[config.mk]
export PLATFORM = sky130hd
export DESIGN_NAME = pwm_interlock_top
export DESIGN_NICKNAME = d
export VERILOG_FILES = /design/src/rtl/pwm_il_pkg.sv /design/src/rtl/pwm_il_sync.sv /design/src/rtl/pwm_il_glitch.sv /design/src/rtl/pwm_il_leg.sv /design/src/rtl/pwm_interlock_top.sv
export SDC_FILE = /design/constraint.sdc
export NUM_CORES = 1
export LEC_CHECK = 0
export BUFFER_PORTS_ARGS = -buffer_cell sky130_fd_sc_hd__clkbuf_2
export CORE_AREA = 3 3 139 141
export CTS_BUF_LIST = sky130_fd_sc_hd__clkbuf_4 sky130_fd_sc_hd__clkbuf_8 sky130_fd_sc_hd__clkbuf_16
export CTS_CLUSTER_DIAMETER = 100
export DETAILED_ROUTE_END_ITERATION = 8
export DIE_AREA = 0 0 142 144
export SYNTH_ARGS = -nofsm -noshare
export SYNTH_HDL_FRONTEND = slang
export SYNTH_SLANG_ARGS = --single-unit
[constraint.sdc]
create_clock -name clk -period 3.5 [get_ports clk]
set_input_delay 0.525 -clock clk [delete_from_list [all_inputs] [get_ports clk]]
set_output_delay 0.525 -clock clk [all_outputs]
set_load 0.1 [all_outputs]
[src/rtl/pwm_il_pkg.sv]
package pwm_il_pkg;
  localparam int unsigned SYNC_STAGES = 2;
  localparam int unsigned LEGS_DEF    = 3;
  localparam int unsigned CNT_W_DEF   = 8;

  typedef struct packed {
    logic hi;
    logic lo;
  } leg_pair_t;
endpackage

[src/rtl/pwm_il_sync.sv]
module pwm_il_sync #(
  parameter int unsigned W = 6
) (
  input  logic         clk,
  input  logic         rst_n,
  input  logic [W-1:0] d,
  output logic [W-1:0] q
);
  import pwm_il_pkg::*;

  logic [W-1:0] stage_q [SYNC_STAGES];

  always_ff @(posedge clk or negedge rst_n) begin
    if (!rst_n) begin
      for (int i = 0; i < SYNC_STAGES; i++) stage_q[i] <= '0;
    end else begin
      stage_q[0] <= d;
      for (int i = 1; i < SYNC_STAGES; i++) stage_q[i] <= stage_q[i-1];
    end
  end

  assign q = stage_q[SYNC_STAGES-1];
endmodule

[src/rtl/pwm_il_glitch.sv]
module pwm_il_glitch #(
  parameter int unsigned CNT_W = 8
) (
  input  logic             clk,
  input  logic             rst_n,
  input  logic [CNT_W-1:0] min_width,
  input  logic             raw,
  output logic             clean
);
  logic             level_q, level_d;
  logic [CNT_W-1:0] cnt_q, cnt_d;
  logic [CNT_W-1:0] thresh;
  logic [CNT_W-1:0] cnt_inc;

  assign thresh  = (min_width == '0) ? CNT_W'(1) : min_width;
  assign cnt_inc = cnt_q + CNT_W'(1);

  always_comb begin
    level_d = level_q;
    cnt_d   = cnt_q;
    if (raw == level_q) begin
      cnt_d = '0;
    end else if (cnt_inc >= thresh) begin
      level_d = raw;
      cnt_d   = '0;
    end else begin
      cnt_d = cnt_inc;
    end
  end

  always_ff @(posedge clk or negedge rst_n) begin
    if (!rst_n) begin
      level_q <= 1'b0;
      cnt_q   <= '0;
    end else begin
      level_q <= level_d;
      cnt_q   <= cnt_d;
    end
  end

  assign clean = level_q;
endmodule

[src/rtl/pwm_il_leg.sv]
module pwm_il_leg #(
  parameter int unsigned CNT_W = 8
) (
  input  logic                  clk,
  input  logic                  rst_n,
  input  pwm_il_pkg::leg_pair_t req,
  input  logic                  overlap_en,
  input  logic [CNT_W-1:0]      dead_time,
  output logic                  gate_hi,
  output logic                  gate_lo,
  output logic                  hazard
);
  logic             hi_q, hi_d, lo_q, lo_d;
  logic             flag_q, flag_d;
  logic [CNT_W-1:0] gap_q, gap_d;
  logic             both_req, gap_ok;

  assign both_req = req.hi & req.lo;
  assign gap_ok   = (gap_q >= dead_time);

  always_comb begin
    if (overlap_en) begin
      hi_d = req.hi;
      lo_d = req.lo;
    end else begin
      hi_d = req.hi & ~req.lo & (hi_q | (~lo_q & gap_ok));
      lo_d = req.lo & ~req.hi & (lo_q | (~hi_q & gap_ok));
    end
    flag_d = both_req & ~overlap_en;
    if (hi_q | lo_q)      gap_d = '0;
    else if (gap_q != '1) gap_d = gap_q + CNT_W'(1);
    else                  gap_d = gap_q;
  end

  always_ff @(posedge clk or negedge rst_n) begin
    if (!rst_n) begin
      hi_q   <= 1'b0;
      lo_q   <= 1'b0;
      flag_q <= 1'b0;
      gap_q  <= '0;
    end else begin
      hi_q   <= hi_d;
      lo_q   <= lo_d;
      flag_q <= flag_d;
      gap_q  <= gap_d;
    end
  end

  assign gate_hi = hi_q;
  assign gate_lo = lo_q;
  assign hazard  = flag_q;
endmodule

[src/rtl/pwm_interlock_top.sv]
module pwm_interlock_top #(
  parameter int unsigned LEGS  = pwm_il_pkg::LEGS_DEF,
  parameter int unsigned CNT_W = pwm_il_pkg::CNT_W_DEF
) (
  input  logic             clk,
  input  logic             rst_n,
  input  logic [LEGS-1:0]  hi_req,
  input  logic [LEGS-1:0]  lo_req,
  input  logic [CNT_W-1:0] min_width,
  input  logic [CNT_W-1:0] dead_time,
  input  logic             overlap_en,
  input  logic             lockstep_en,
  output logic [LEGS-1:0]  hi_gate,
  output logic [LEGS-1:0]  lo_gate,
  output logic [LEGS-1:0]  hazard_flag
);
  import pwm_il_pkg::*;

  localparam int unsigned CH = 2 * LEGS;

  logic [1:0]    rst_pipe_q;
  logic          rst_int_n;
  logic [CH-1:0] synced;
  logic [CH-1:0] filtered;

  // reset asserts at once, releases two edges later
  always_ff @(posedge clk or negedge rst_n) begin
    if (!rst_n) rst_pipe_q <= 2'b00;
    else        rst_pipe_q <= {rst_pipe_q[0], 1'b1};
  end
  assign rst_int_n = rst_pipe_q[1];

  pwm_il_sync #(.W(CH)) u_sync (
    .clk   (clk),
    .rst_n (rst_int_n),
    .d     ({lo_req, hi_req}),
    .q     (synced)
  );

  for (genvar c = 0; c < CH; c++) begin : g_filt
    pwm_il_glitch #(.CNT_W(CNT_W)) u_glitch (
      .clk       (clk),
      .rst_n     (rst_int_n),
      .min_width (min_width),
      .raw       (synced[c]),
      .clean     (filtered[c])
    );
  end

  for (genvar l = 0; l < LEGS; l++) begin : g_leg
    leg_pair_t pair;
    always_comb begin
      if (lockstep_en) begin
        pair.hi = filtered[0];
        pair.lo = filtered[LEGS];
      end else begin
        pair.hi = filtered[l];
        pair.lo = filtered[LEGS + l];
      end
    end

    pwm_il_leg #(.CNT_W(CNT_W)) u_leg (
      .clk        (clk),
      .rst_n      (rst_int_n),
      .req        (pair),
      .overlap_en (overlap_en),
      .dead_time  (dead_time),
      .gate_hi    (hi_gate[l]),
      .gate_lo    (lo_gate[l]),
      .hazard     (hazard_flag[l])
    );
  end
endmodule

==> results of run 1 <==
## kinds of logic after synthesis
kind of cell    share of synthesized area (%)
simple gates                             22.0
flops                                    39.7
compound gates                           10.8
fa+ha+maj                                14.7
xor+xnor                                 7.84
buf+inv                                  4.05
mux                                     0.826
other cells                            0.0589
## registers in the layout (all words and copies together) (netlist names)
register               count
g_filt.u_glitch.cnt_q     48
g_leg.u_leg.gap_q         24
g_filt.u_glitch.clean      6
u_sync.q                   6
u_sync.stage_q             6
g_leg.u_leg.gate_hi        3
g_leg.u_leg.gate_lo        3
g_leg.u_leg.hazard         3
rst_pipe_q                 2
## layout by cell type, fill, tap and decap left out, types with 8 or more instances in the layout
cell / synthesis / final
sky130_fd_sc_hd__a21oi_1: 32 / 32
sky130_fd_sc_hd__clkbuf_16: 0 / 9
sky130_fd_sc_hd__nand3_1: 26 / 26
sky130_fd_sc_hd__o21ai_0: 16 / 16
sky130_fd_sc_hd__inv_1: 31 / 31
sky130_fd_sc_hd__and3_1: 14 / 14
sky130_fd_sc_hd__ha_1: 75 / 75
sky130_fd_sc_hd__nand2_1: 55 / 55
sky130_fd_sc_hd__xor2_1: 24 / 24
sky130_fd_sc_hd__xnor2_1: 33 / 33
sky130_fd_sc_hd__clkbuf_2: 0 / 34
sky130_fd_sc_hd__nor2_1: 66 / 66
sky130_fd_sc_hd__nor2b_2: 25 / 25
sky130_fd_sc_hd__dfrtp_1: 101 / 100
sky130_fd_sc_hd__o21a_1: 8 / 8
sky130_fd_sc_hd__nor3_1: 14 / 14
sky130_fd_sc_hd__nand2b_1: 14 / 14
## repair_timing
item | in CTS | in global routing
endpoints found under the hold margin | 2 | 0
hold buffers | 1 | 0
setup buffers | 0 | 0
endpoints found under the setup margin | 0 | 0
## where the power goes
group	internal [mW]	total [mW]	switching, mW
registers	1.24	1.32	0.0866
logic	0.226	0.583	0.358
clock network	0.645	1.09	0.449
## metrics by stage
step | hold slack, ns | setup WS [ns] | std cells
3_5_place_dp | 0.313 | 0.521 | 899
5_1_grt | 0.252 | 0.646 | 916
2_1_floorplan | 0.229 | 0.478 | 656
6_report | 0.273 | 0.903 | 916
4_1_cts | 0.252 | 0.861 | 916
3_3_place_gp | 0.312 | 0.649 | 899
## layout make-up
cell class / count / area share (%)
Inverter: 31 / 1.65
Sequential cell: 101 / 35.9
Multi-Input combinational cell: 501 / 50.7
Tap cell: 229 / 4.06
Clock buffer: 10 / 3.39
Clock inverter: 6 / 1.22
Timing Repair Buffer: 38 / 3.05
## routing by layer
| metal | vias up | wire, um | GRT usage [%] |
|---|---|---|---|
| li1 | 2336 | - | - |
| met1 | 2113 | 6150 | 17.9 |
| met2 | 54 | 5910 | 21.7 |
| met3 | 16 | 493 | 3.97 |
| met4 | 0 | 165 | 2.58 |
| met5 | - | 0 | 0 |
## path summary, 6_finish.rpt
check	from	to	slack [ns]	depth (start not counted)
worst max-delay path	g_filt[3].u_glitch.cnt_q[0]	g_filt[3].u_glitch.cnt_q[6]	0.90	9
worst min-delay path	lo_req[0]	u_sync.stage_q[9]	0.27	1
worst max register to register	g_filt[3].u_glitch.cnt_q[0]	g_filt[3].u_glitch.cnt_q[6]	0.90	9
worst min register to register	u_sync.stage_q[10]	u_sync.q[4]	0.35	0
max in group asynchronous	rst_pipe_q[1]	g_filt[5].u_glitch.cnt_q[4]	2.37	1
min in group asynchronous	rst_pipe_q[1]	g_leg[2].u_leg.gap_q[3]	0.42	0
## critical path: stages, from the launching register on
cell                      delay (ns)
sky130_fd_sc_hd__dfrtp_1        0.42
sky130_fd_sc_hd__ha_1           0.26
sky130_fd_sc_hd__nand3_1        0.14
sky130_fd_sc_hd__nor2_1         0.15
sky130_fd_sc_hd__xor2_1         0.19
sky130_fd_sc_hd__ha_1           0.27
sky130_fd_sc_hd__and4_1         0.25
sky130_fd_sc_hd__a21o_1         0.19
sky130_fd_sc_hd__or3_1          0.49
sky130_fd_sc_hd__nor2b_2        0.16
==> impl_metrics.env, run 1 <==
export IMPL_result_of_the_run="completed"
export IMPL_unrepaired_setup_endpoints_after_global_routing="false"
export IMPL_synth_enable_flop_cells=0
export IMPL_worst_setup_hold_path_clk_slew_ns=0.07
export IMPL_powerDensity_mw_per_mm2=425
export IMPL_synth_top_flop_cell="sky130_fd_sc_hd__dfrtp_1"
export IMPL_mappedNetlistArea_mm2=0.00636
export IMPL_timing_critical_path_to_type="flip-flop"
export IMPL_worstMarginPinSlew_ns=0.790
export IMPL_place_detailed_hpwl_um=9590
export IMPL_clkSinkCount=101
export IMPL_grt_start_max_net_pins=60
export IMPL_drive_above_1_share_pct=14.1
export IMPL_insertion_delay_ns=0.35
export IMPL_syn_instance_count=656
export IMPL_period_minus_ws_final_ns=2.60
export IMPL_postLayoutCellArea_mm2=0.00705
export IMPL_seq_area_frac_synth_pct=39.7
export IMPL_detailedRoute_firstIterationViolations=230
export IMPL_multiInputGateArea_mm2=0.00358
export IMPL_start_kind="flip-flop"
export IMPL_synth_warnings=0
export IMPL_port_buffer_count=34
export IMPL_synth_async_sr_flop_share_pct=100
export IMPL_final_setup_skew_ns=0.00648
export IMPL_synth_area_leader="sky130_fd_sc_hd__dfrtp_1"
export IMPL_final_worst_path_cycle_share_pct=74.2
export IMPL_post_dr_wirelength_cell_um=13.9
export IMPL_tritoncts_num_buffers=9
export IMPL_io_pins=35
export IMPL_grt_pass1_wl_um=21800
export IMPL_power_static_leakage_nw=3.37
export IMPL_synth_cell_types=51
export IMPL_tritoncts="done"
export IMPL_peakVddDrop_v=0.000239
export IMPL_timing_final_max_slew_violations=0
export IMPL_finalNetCount=783
export IMPL_drtAntennaViolNets=0
export IMPL_layout_area_overhead_vs_synth_pct=10.8
export IMPL_groute_usage_overall_pct=13.4
export IMPL_placed_area_mm2=0.00672
export IMPL_p_total_mw=3.00
export IMPL_h_tree_lvl_count=3
export IMPL_number_of_iterations_in_the_first_detailed_routing_pass=5
export IMPL_final_fill_count=1795
export IMPL_setup_violators_final=0
export IMPL_post_synth_main_area_contributors="sky130_fd_sc_hd__dfrtp_1, sky130_fd_sc_hd__ha_1, sky130_fd_sc_hd__xnor2_1"
export IMPL_cts_repair_resized=0
export IMPL_rows=49
export IMPL_hold_violations=0
export IMPL_hold_class="in -> reg"
export IMPL_clock_root_buffer="sky130_fd_sc_hd__clkbuf_16"
export IMPL_antenna_cells=0
export IMPL_crit_arrival_ns=2.89
export IMPL_place_congestion=0.782
export IMPL_via_count=4519
export IMPL_final_seq_area_mm2=0.00253
export IMPL_netlist_top_cells_count="sky130_fd_sc_hd__dfrtp_1, sky130_fd_sc_hd__ha_1, sky130_fd_sc_hd__nor2_1"
export IMPL_post_drt_via_cell_ratio=4.93
export IMPL_worstPathMaxFanout=8
export IMPL_number_of_global_route_vias_before_repair=4400
export IMPL_cap_violations=0
export IMPL_layout_core_utilization_pct=39.0
export IMPL_top_count_cell_post_synth="sky130_fd_sc_hd__dfrtp_1"
export IMPL_worst_slew_margin_rel_pct=47.3
export IMPL_synth_net_count=757
export IMPL_critical_path_class="reg -> reg"
export IMPL_number_of_antenna_violations_at_the_first_check_in_global_routing=0
export IMPL_cp_data_required_time_ns=3.79
export IMPL_die_h_um=144
export IMPL_clock_tree_buffer_depth=2
export IMPL_postSynthRegisterBits=101
export IMPL_core_region_area_mm2=0.0181
export IMPL_totalWireLength_um=12700
export IMPL_achievable_frequency_ghz=0.385
export IMPL_floorplan_initialDensity_pct=35.2
export IMPL_drc_errors=0
export IMPL_overflow_left_after_global_routing=0
export IMPL_dieWidth_um=142
export IMPL_floorplan_die_area_mm2=0.0204
export IMPL_netlist_area_leader_share_pct=39.7
export IMPL_post_synthesis_area_per_instance_um2=9.70
export IMPL_tns_ns=0
(Power assumes the default switching activity.)
==> run 2: changes to the inputs <==
Clock period 3.5 ns to 2.09 ns, I/O delays scaled along.
==> impl_metrics.env, run 2 (synthesized netlist as in run 1, its figures left out) <==
export IMPL_result_of_the_run="complete, but fails checks"
export IMPL_failing_checks="setup timing"
export IMPL_post_drt_via_cell_ratio=4.84
export IMPL_rows=49
export IMPL_final_setup_skew_ns=0.00659
export IMPL_r2r_end="g_filt[2].u_glitch.cnt_q[3]"
export IMPL_timing_critical_path_to_type="flip-flop"
export IMPL_worst_setup_hold_path_clk_slew_ns=0.07
export IMPL_grt_pass1_wl_um=23800
export IMPL_overflow_left_after_global_routing=0
export IMPL_finalNetCount=881
export IMPL_post_dr_wirelength_cell_um=14.4
export IMPL_dieWidth_um=142
export IMPL_final_worst_path_cycle_share_pct=111
export IMPL_clock_tree_buffer_depth=2
export IMPL_layoutNonFillerInstCount=1014
export IMPL_io_pins=35
export IMPL_cap_violations=0
export IMPL_crit_slowest_cell="sky130_fd_sc_hd__dfrtp_1"
export IMPL_drtAntennaViolNets=0
export IMPL_worstMarginPinSlew_ns=0.577
export IMPL_crit_reg2reg_launch="g_filt[2].u_glitch.cnt_q[1]"
export IMPL_drive_above_1_share_pct=37.3
export IMPL_hold_slack_ns=0.0588
export IMPL_start_kind="flip-flop"
export IMPL_power_static_leakage_nw=3.94
export IMPL_timing_final_max_slew_violations=0
export IMPL_insertion_delay_ns=0.35
export IMPL_layout_area_overhead_vs_synth_pct=34.1
export IMPL_totalWireLength_um=14600
export IMPL_number_of_global_route_vias_before_repair=5067
export IMPL_hold_class="in -> reg"
export IMPL_achievable_frequency_ghz=0.430
export IMPL_antenna_cells=0
export IMPL_place_congestion=0.810
export IMPL_tritoncts="done"
export IMPL_setup_violators_final=44
export IMPL_place_detailed_hpwl_um=10500
export IMPL_unrepaired_setup_endpoints_after_global_routing="true"
export IMPL_min_to="u_sync.stage_q[10]"
export IMPL_dp_cells=981
export IMPL_worst_r2r_setup_slack_ns=-0.24
export IMPL_worstPathMaxFanout=8
export IMPL_groute_usage_overall_pct=14.6
export IMPL_floorplan_die_area_mm2=0.0204
export IMPL_via_count=4911
export IMPL_drc_errors=0
export IMPL_port_buffer_count=34
export IMPL_crit_arrival_ns=2.62
export IMPL_cp_data_required_time_ns=2.38
export IMPL_layout_commonest_cell="sky130_fd_sc_hd__dfrtp_1"
export IMPL_number_of_antenna_violations_at_the_first_check_in_global_routing=0
export IMPL_worst_slew_margin_rel_pct=61.7
export IMPL_powerDensity_mw_per_mm2=626
export IMPL_number_of_iterations_in_the_first_detailed_routing_pass=4
export IMPL_layout_common_cells="sky130_fd_sc_hd__dfrtp_1, sky130_fd_sc_hd__buf_4, sky130_fd_sc_hd__ha_1"
export IMPL_largest_register_ffs=48
export IMPL_grt_start_max_net_pins=55
export IMPL_clkSinkCount=101
export IMPL_clock_root_buffer="sky130_fd_sc_hd__clkbuf_16"
export IMPL_p_total_mw=5.34
export IMPL_die_h_um=144
export IMPL_detailedRoute_firstIterationViolations=127
export IMPL_h_tree_lvl_count=3
export IMPL_top_regs="g_filt.u_glitch.cnt_q (48), g_leg.u_leg.gap_q (24)"
export IMPL_peakVddDrop_v=0.000547
export IMPL_hold_path_depth=1
export IMPL_hold_path_startpoint="lo_req[1]"
export IMPL_period_minus_ws_final_ns=2.33
export IMPL_critical_path_class="reg -> reg"
export IMPL_worstPathCellList="and3_4, nand3_4, xnor2_1, ha_1, a21oi_1, o21a_1, nand2_1, or3_1, buf_6, nor2b_2"
export IMPL_core_region_area_mm2=0.0181
export IMPL_pre_cts_slack_ns=-0.356
export IMPL_hold_violations=0
export IMPL_register_bank_with_the_most_flops="g_filt.u_glitch.cnt_q"
export IMPL_r2r_worst_path_cells=10
export IMPL_cpPeakStageDelay_ns=0.42
export IMPL_layout_core_utilization_pct=47.2
export IMPL_tritoncts_num_buffers=9
export IMPL_floorplan_initialDensity_pct=35.2
export IMPL_setup_slack_ns=-0.237
## run 2: what timing repair did
item	CTS	global route
hold buffers	1	0
resized for setup	66	63
pin swaps	33	30
hold endpoints to repair	2	0
cloned	0	0
endpoints found under the setup margin	58	60
buffers inserted	15	4
## run 2: cell type report
type / instances / area [um^2]
tap: 229 / 287
clock buffer: 10 / 233
sequential: 101 / 2530
fill: 1677 / 9550
timing repair buffer: 136 / 971
inverter: 31 / 116
clock inverter: 6 / 63.8
multi-input combinational: 501 / 4330
## run 2: routing by layer
metal / share of wire, % / wire (um) / global-route usage, %
met5: 0 / 0 / 0
met4: 1.9 / 282 / 4.44
met3: 2.6 / 382 / 3.17
met2: 49 / 7170 / 25.0
met1: 46 / 6740 / 18.4
## run 2: how the worst max path moves through the flow
stage	startpoint	slack, ns	cells after the start	end
2_1_floorplan	g_filt[3].u_glitch.cnt_q[0]	-0.12	10	g_filt[3].u_glitch.cnt_q[3]
3_3_place_gp	min_width[1]	-0.31	10	g_filt[3].u_glitch.cnt_q[3]
3_5_place_dp	g_filt[1].u_glitch.cnt_q[0]	-0.36	10	g_filt[1].u_glitch.cnt_q[3]
4_1_cts	g_filt[2].u_glitch.cnt_q[1]	-0.26	11	g_filt[2].u_glitch.cnt_q[3]
5_1_grt	g_filt[2].u_glitch.cnt_q[0]	-0.36	11	g_filt[2].u_glitch.cnt_q[2]
6_report	g_filt[2].u_glitch.cnt_q[1]	-0.24	10	g_filt[2].u_glitch.cnt_q[3]
## run 2: stage by stage
| step | instance area (um^2) | setup TNS, ns |
|---|---|---|
| final | 8530 | -8.17 |
| after global routing | 8530 | -13.39 |
| after CTS | 8170 | -9.18 |
| after detailed placement | 7460 | -13.22 |
| after global placement | 7460 | -11.80 |
| after floorplan | 6500 | -3.39 |
## run 2: power breakdown
group          switching [mW]  internal [mW]  leakage [nW]
clock                   0.756          0.940         0.142
sequential              0.131           2.07          1.32
combinational           0.776          0.670          2.48
total                    1.66           3.68          3.94
## run 2: critical path, delay by kind of cell (launching register included)
family / cells / cell delay (ns)
AOI/OAI and AO/OA: 2 / 0.32
xor gates and xnor gates: 1 / 0.23
adders and majority gates: 1 / 0.30
buffers and inverters: 1 / 0.17
DFF: 1 / 0.42
and+or+nand+nor: 5 / 0.82
